--- config.mk ---
export PLATFORM = sky130hd
export DESIGN_NAME = status_word_reg
export DESIGN_NICKNAME = d
export VERILOG_FILES = /design/src/rtl/sw_pkg.sv /design/src/rtl/sw_alu_merge.sv /design/src/rtl/sw_update_sel.sv /design/src/rtl/sw_fixup.sv /design/src/rtl/status_word_reg.sv
export SDC_FILE = /design/constraint.sdc
export NUM_CORES = 1
export LEC_CHECK = 0
export CAP_MARGIN = 20
export CORE_MARGIN = 10
export CORE_UTILIZATION = 64
export DETAILED_ROUTE_END_ITERATION = 16
export DONT_BUFFER_PORTS = 1
export GPL_TIMING_DRIVEN = 0
export PLACE_DENSITY_LB_ADDON = 0.25
export SYNTH_ARGS = -nofsm -noshare
export SYNTH_HDL_FRONTEND = slang
export SYNTH_HIERARCHICAL = 1
export SYNTH_SLANG_ARGS = --single-unit
export TNS_END_PERCENT = 50
--- constraint.sdc ---
create_clock -name clk -period 2 [get_ports clk]
set_input_delay 0.1 -clock clk [delete_from_list [all_inputs] [get_ports clk]]
set_output_delay 0.1 -clock clk [all_outputs]
set_load 0.02 [all_outputs]
--- src/rtl/sw_pkg.sv ---
// Package: shared widths, bit positions and masks of the status word.
// Assumes a 64-bit word whose defined flags sit in bits 21:0.
package sw_pkg;
    localparam int WORD_W = 64;
    localparam int BYTE_W = 8;
    localparam int N_ALU  = 6;

    localparam int POS_CF = 0;
    localparam int POS_PF = 2;
    localparam int POS_AF = 4;
    localparam int POS_ZF = 6;
    localparam int POS_SF = 7;
    localparam int POS_TF = 8;
    localparam int POS_IF = 9;
    localparam int POS_DF = 10;
    localparam int POS_OF = 11;

    // Bit 1 reads as one.
    localparam logic [WORD_W-1:0] FIXED_ONE  = WORD_W'(64'h2);
    // Defined bits: 0,2,4,6..14,16..21.
    localparam logic [WORD_W-1:0] WRITABLE   = WORD_W'(64'h3F_7FD5);
    // Flags moved by the byte store: 0,2,4,6,7.
    localparam logic [WORD_W-1:0] BYTE_FLAGS = WORD_W'(64'hD5);
    localparam logic [WORD_W-1:0] DIR_BIT    = WORD_W'(1) << POS_DF;

    typedef enum logic [2:0] {
        SRC_HOLD,
        SRC_POP,
        SRC_BYTE,
        SRC_ALU,
        SRC_DIR
    } upd_src_e;

    // Word bit position of arithmetic flag index i.
    function automatic int alu_pos(input int i);
        case (i)
            0:       return POS_CF;
            1:       return POS_PF;
            2:       return POS_AF;
            3:       return POS_ZF;
            4:       return POS_SF;
            default: return POS_OF;
        endcase
    endfunction
endpackage

--- src/rtl/sw_alu_merge.sv ---
// Merges masked arithmetic flag results into the current word.
// Assumes flag index order carry, parity, aux, zero, sign, overflow.
module sw_alu_merge
    import sw_pkg::*;
(
    input  logic [WORD_W-1:0] cur,
    input  logic [N_ALU-1:0]  flg,
    input  logic [N_ALU-1:0]  msk,
    output logic [WORD_W-1:0] merged
);
    logic [WORD_W-1:0] sel_v;
    logic [WORD_W-1:0] val_v;

    // Scatter the flag index vectors to word positions and merge.
    always_comb begin
        sel_v = '0;
        val_v = '0;
        for (int i = 0; i < N_ALU; i++) begin
            sel_v[alu_pos(i)] = msk[i];
            val_v[alu_pos(i)] = flg[i];
        end
        merged = (cur & ~sel_v) | (val_v & sel_v);
    end
endmodule

--- src/rtl/sw_update_sel.sv ---
// Picks the single update source for this cycle by fixed priority.
// Assumes request enables are already synchronous to the clock.
module sw_update_sel
    import sw_pkg::*;
(
    input  logic     pop_req,
    input  logic     byte_req,
    input  logic     alu_req,
    input  logic     dir_req,
    output upd_src_e src
);
    // Priority: pop, byte store, arithmetic, direction.
    always_comb begin
        if (pop_req)       src = SRC_POP;
        else if (byte_req) src = SRC_BYTE;
        else if (alu_req)  src = SRC_ALU;
        else if (dir_req)  src = SRC_DIR;
        else               src = SRC_HOLD;
    end
endmodule

--- src/rtl/sw_fixup.sv ---
// Forces reserved bits of a candidate word to their fixed values.
// Assumes FIXED_ONE lies outside WRITABLE.
module sw_fixup
    import sw_pkg::*;
(
    input  logic [WORD_W-1:0] raw,
    output logic [WORD_W-1:0] fixed_w
);
    // Keep defined bits, then set the always-one bit.
    always_comb fixed_w = (raw & WRITABLE) | FIXED_ONE;
endmodule

--- src/rtl/status_word_reg.sv ---
// Top: 64-bit status/control word with four prioritised update paths.
// Assumes one request of each kind at most per cycle; all paths pass
// through reserved-bit forcing before the register.
module status_word_reg
    import sw_pkg::*;
(
    input  logic              clk,
    input  logic              rst_n,
    input  logic              pop_load_en,
    input  logic [WORD_W-1:0] pop_data,
    input  logic              byte_store_en,
    input  logic [BYTE_W-1:0] byte_in,
    input  logic              alu_upd_en,
    input  logic [N_ALU-1:0]  alu_flags,
    input  logic [N_ALU-1:0]  alu_mask,
    input  logic              dir_clear,
    input  logic              dir_set,
    output logic [WORD_W-1:0] flags_q,
    output logic [BYTE_W-1:0] byte_out,
    output logic              carry_o,
    output logic              parity_o,
    output logic              aux_o,
    output logic              zero_o,
    output logic              sign_o,
    output logic              trap_o,
    output logic              int_en_o,
    output logic              dir_o,
    output logic              ovf_o
);
    upd_src_e          src;
    logic [WORD_W-1:0] alu_word;
    logic [WORD_W-1:0] raw_next;
    logic [WORD_W-1:0] fixed_next;
    logic [WORD_W-1:0] byte_word;

    sw_update_sel u_sel (
        .pop_req  (pop_load_en),
        .byte_req (byte_store_en),
        .alu_req  (alu_upd_en),
        .dir_req  (dir_clear | dir_set),
        .src      (src)
    );

    sw_alu_merge u_alu (
        .cur    (flags_q),
        .flg    (alu_flags),
        .msk    (alu_mask),
        .merged (alu_word)
    );

    // Widen the byte-store source to word width.
    always_comb byte_word = {{(WORD_W-BYTE_W){1'b0}}, byte_in};

    // Candidate next word for the chosen source.
    always_comb begin
        case (src)
            SRC_POP:  raw_next = pop_data;
            SRC_BYTE: raw_next = (flags_q & ~BYTE_FLAGS) | (byte_word & BYTE_FLAGS);
            SRC_ALU:  raw_next = alu_word;
            SRC_DIR:  raw_next = dir_clear ? (flags_q & ~DIR_BIT) : (flags_q | DIR_BIT);
            default:  raw_next = flags_q;
        endcase
    end

    sw_fixup u_fix (
        .raw     (raw_next),
        .fixed_w (fixed_next)
    );

    // State register with synchronous active-low reset.
    always_ff @(posedge clk) begin
        if (!rst_n)               flags_q <= FIXED_ONE;
        else if (src != SRC_HOLD) flags_q <= fixed_next;
    end

    // Byte view and individual flag outputs.
    always_comb begin
        byte_out = flags_q[BYTE_W-1:0];
        carry_o  = flags_q[POS_CF];
        parity_o = flags_q[POS_PF];
        aux_o    = flags_q[POS_AF];
        zero_o   = flags_q[POS_ZF];
        sign_o   = flags_q[POS_SF];
        trap_o   = flags_q[POS_TF];
        int_en_o = flags_q[POS_IF];
        dir_o    = flags_q[POS_DF];
        ovf_o    = flags_q[POS_OF];
    end
endmodule

==> reports/summary.txt <==
TritonCTS clock tree = done
net switching share of the total power = 30.0%
sum of internal, switching and leakage power = 3.34 mW
portion of total power attributed to combinational logic = 19.7%
path type of the worst setup path = register to register
initial DRC count = 110
GRT Residual Overflow = 0
HPWL after DPL = 6.45 mm
worst slew slack as a fraction of its limit = 61.8%
sequential share of power = 47.3%
Worst Clk Skew = 0 ns
RSZ-0062 raised after global routing = no
net switching power = 1.00 mW
chip width = 97.0 um
Setup WS post-layout = 0.432 ns
total clock buffers created by CTS = 9
antenna fix cells = 0
arrival time of the worst setup path = 1.84 ns
Clk pin slew, worst setup/hold paths = 0.07 ns
DIE AREA = 9410 sq um
antenna violations before repair = 0
detail-routed net length per standard cell = 14.2 um
Detail Route met3 WL = 734 um
vias after detailed routing = 2845
Final GP Congestion = 0.800
height of the die = 97.0 um
worst hold path type = primary input to register
element type at the critical path start = register
fill cell instance count of the final layout = 433
final setup fails = 0
Final #Nets = 612
Slew @ Worst Pin = 0.571 ns
maximum operating frequency = 638 MHz
synthesis warning total = 6
fraction of the cycle the final worst path needs = 78.4%
CP required = 2.27 ns
wire length of the first global-routing pass = 14.0 mm
total leakage power = 2.04 nW
post-route DRC violation count = 0
most common cell after layout, fill and taps aside = sky130_fd_sc_hd__nand2_1
iteration count of the initial detailed-routing pass = 4
clock share of power = 33.0%
Mapped Cells = 466
placement-stage worst setup slack = 0.167 ns
maximum buffer depth of the clock tree = 2
Sinks on Clock Net = 64
number of max-capacitance violations reported = 0
met2 WL post-DR = 4.17 mm
cells resized by post-CTS repair = 0
most frequent cells in the layout = sky130_fd_sc_hd__nand2_1 (140), sky130_fd_sc_hd__buf_4 (97), sky130_fd_sc_hd__dfxtp_1 (64)
Post-CTS Hold Buffers = 0
number of I/O port buffers = 0
number of flip-flops in the largest register = 64
total negative slack for setup checks = 0 ns
later-pin clock latency in the skew report = 0.33 ns
Initial Util = 67.3%
minimum period implied by the final worst setup slack = 1.57 ns
Avg Vias per Cell = 4.76
Final Hold Fails = 0
Post-Synthesis Cell Area = 3800 sq um
CTS H-tree depth = 3
Peak VDD IR = 0.612 mV
Setup crit end kind = register
number of global-route vias before repair = 2692
Tot GR Track Use = 17.8%
Internal Dissipation = 2.34 mW
highest net fanout along the worst path = 6
Post-DRT Antenna Nets = 0
top-level port count = 172
floorplan core area = 5640 sq um
CTS root buf = sky130_fd_sc_hd__clkbuf_8
Max Used Layer = met4
Cell Rows = 27
M1 wire length = 3.48 mm
run status = complete, no violations
DRT Wirelength = 8.47 mm
register containing the most flip-flops in the final layout = flags_q
registers with the highest flip-flop counts = flags_q: 64 flops
PwrDens = 785 nW/um^2
Post-Syn Area per Cell = 8.15 sq um
layout cell share with drive strength beyond 1 = 26.8%
Area growth, synth to finish = 11.9%
final design utilization = 75.3%
count of final max-slew check failures = 0
pin count of the biggest net entering global routing = 12
Post-CTS Repair Setup Buffers = 0
cell type report:
class                      count  area, sq um  area share (%)
buffer                       127          951            22.4
clock buffer                  11          141            3.33
clock inverter                 5         56.3            1.32
inverter                       2         7.51           0.177
multi-input combinational    317         1720            40.5
sequential                    64         1280            30.1
tap                           72         90.1            2.12
per-stage QoR:
stage / cells / hold WS [ns] / area (sq um)
floorplan: 510 / 0.437 / 3960
global placement: 582 / 0.456 / 4050
detailed placement: 582 / 0.455 / 4050
CTS: 598 / 0.169 / 4250
global route: 598 / 0.208 / 4250
finish: 598 / 0.181 / 4250
routing by layer:
layer / up-vias / global-route usage [%]
li1: 1473 / -
met1: 1278 / 19.7
met2: 85 / 29.6
met3: 9 / 6.88
met4: 0 / 7.44
met5: - / 0
worst max-delay path: stages, from the launching register on:
cell                       delay [ns]
sky130_fd_sc_hd__dfxtp_1         0.61
sky130_fd_sc_hd__mux2_4          0.25
sky130_fd_sc_hd__mux2i_1         0.06
sky130_fd_sc_hd__a21oi_1         0.14
sky130_fd_sc_hd__o22a_1          0.16
sky130_fd_sc_hd__buf_4           0.10
sky130_fd_sc_hd__nand2_1         0.04
sky130_fd_sc_hd__a21boi_1        0.14
path summary, 6_finish.rpt:
kind / startpoint / end / slack [ns] / cells after the start
max: flags_q[7] / flags_q[7] / 0.43 / 7
min: rst_n / flags_q[56] / 0.18 / 2
max reg2reg: flags_q[7] / flags_q[7] / 0.43 / 7
min reg2reg: flags_q[59] / flags_q[59] / 0.55 / 2
power groups by stage:
stage | logic (mW) | registers [mW] | clock network [mW]
floorplan | 0.577 | 1.57 | 0
global placement | 0.636 | 1.61 | 0
detailed placement | 0.652 | 1.61 | 0
CTS | 0.654 | 1.58 | 1.13
global route | 0.727 | 1.59 | 1.19
finish | 0.657 | 1.58 | 1.10
Power figures use the tool's default switching activity.
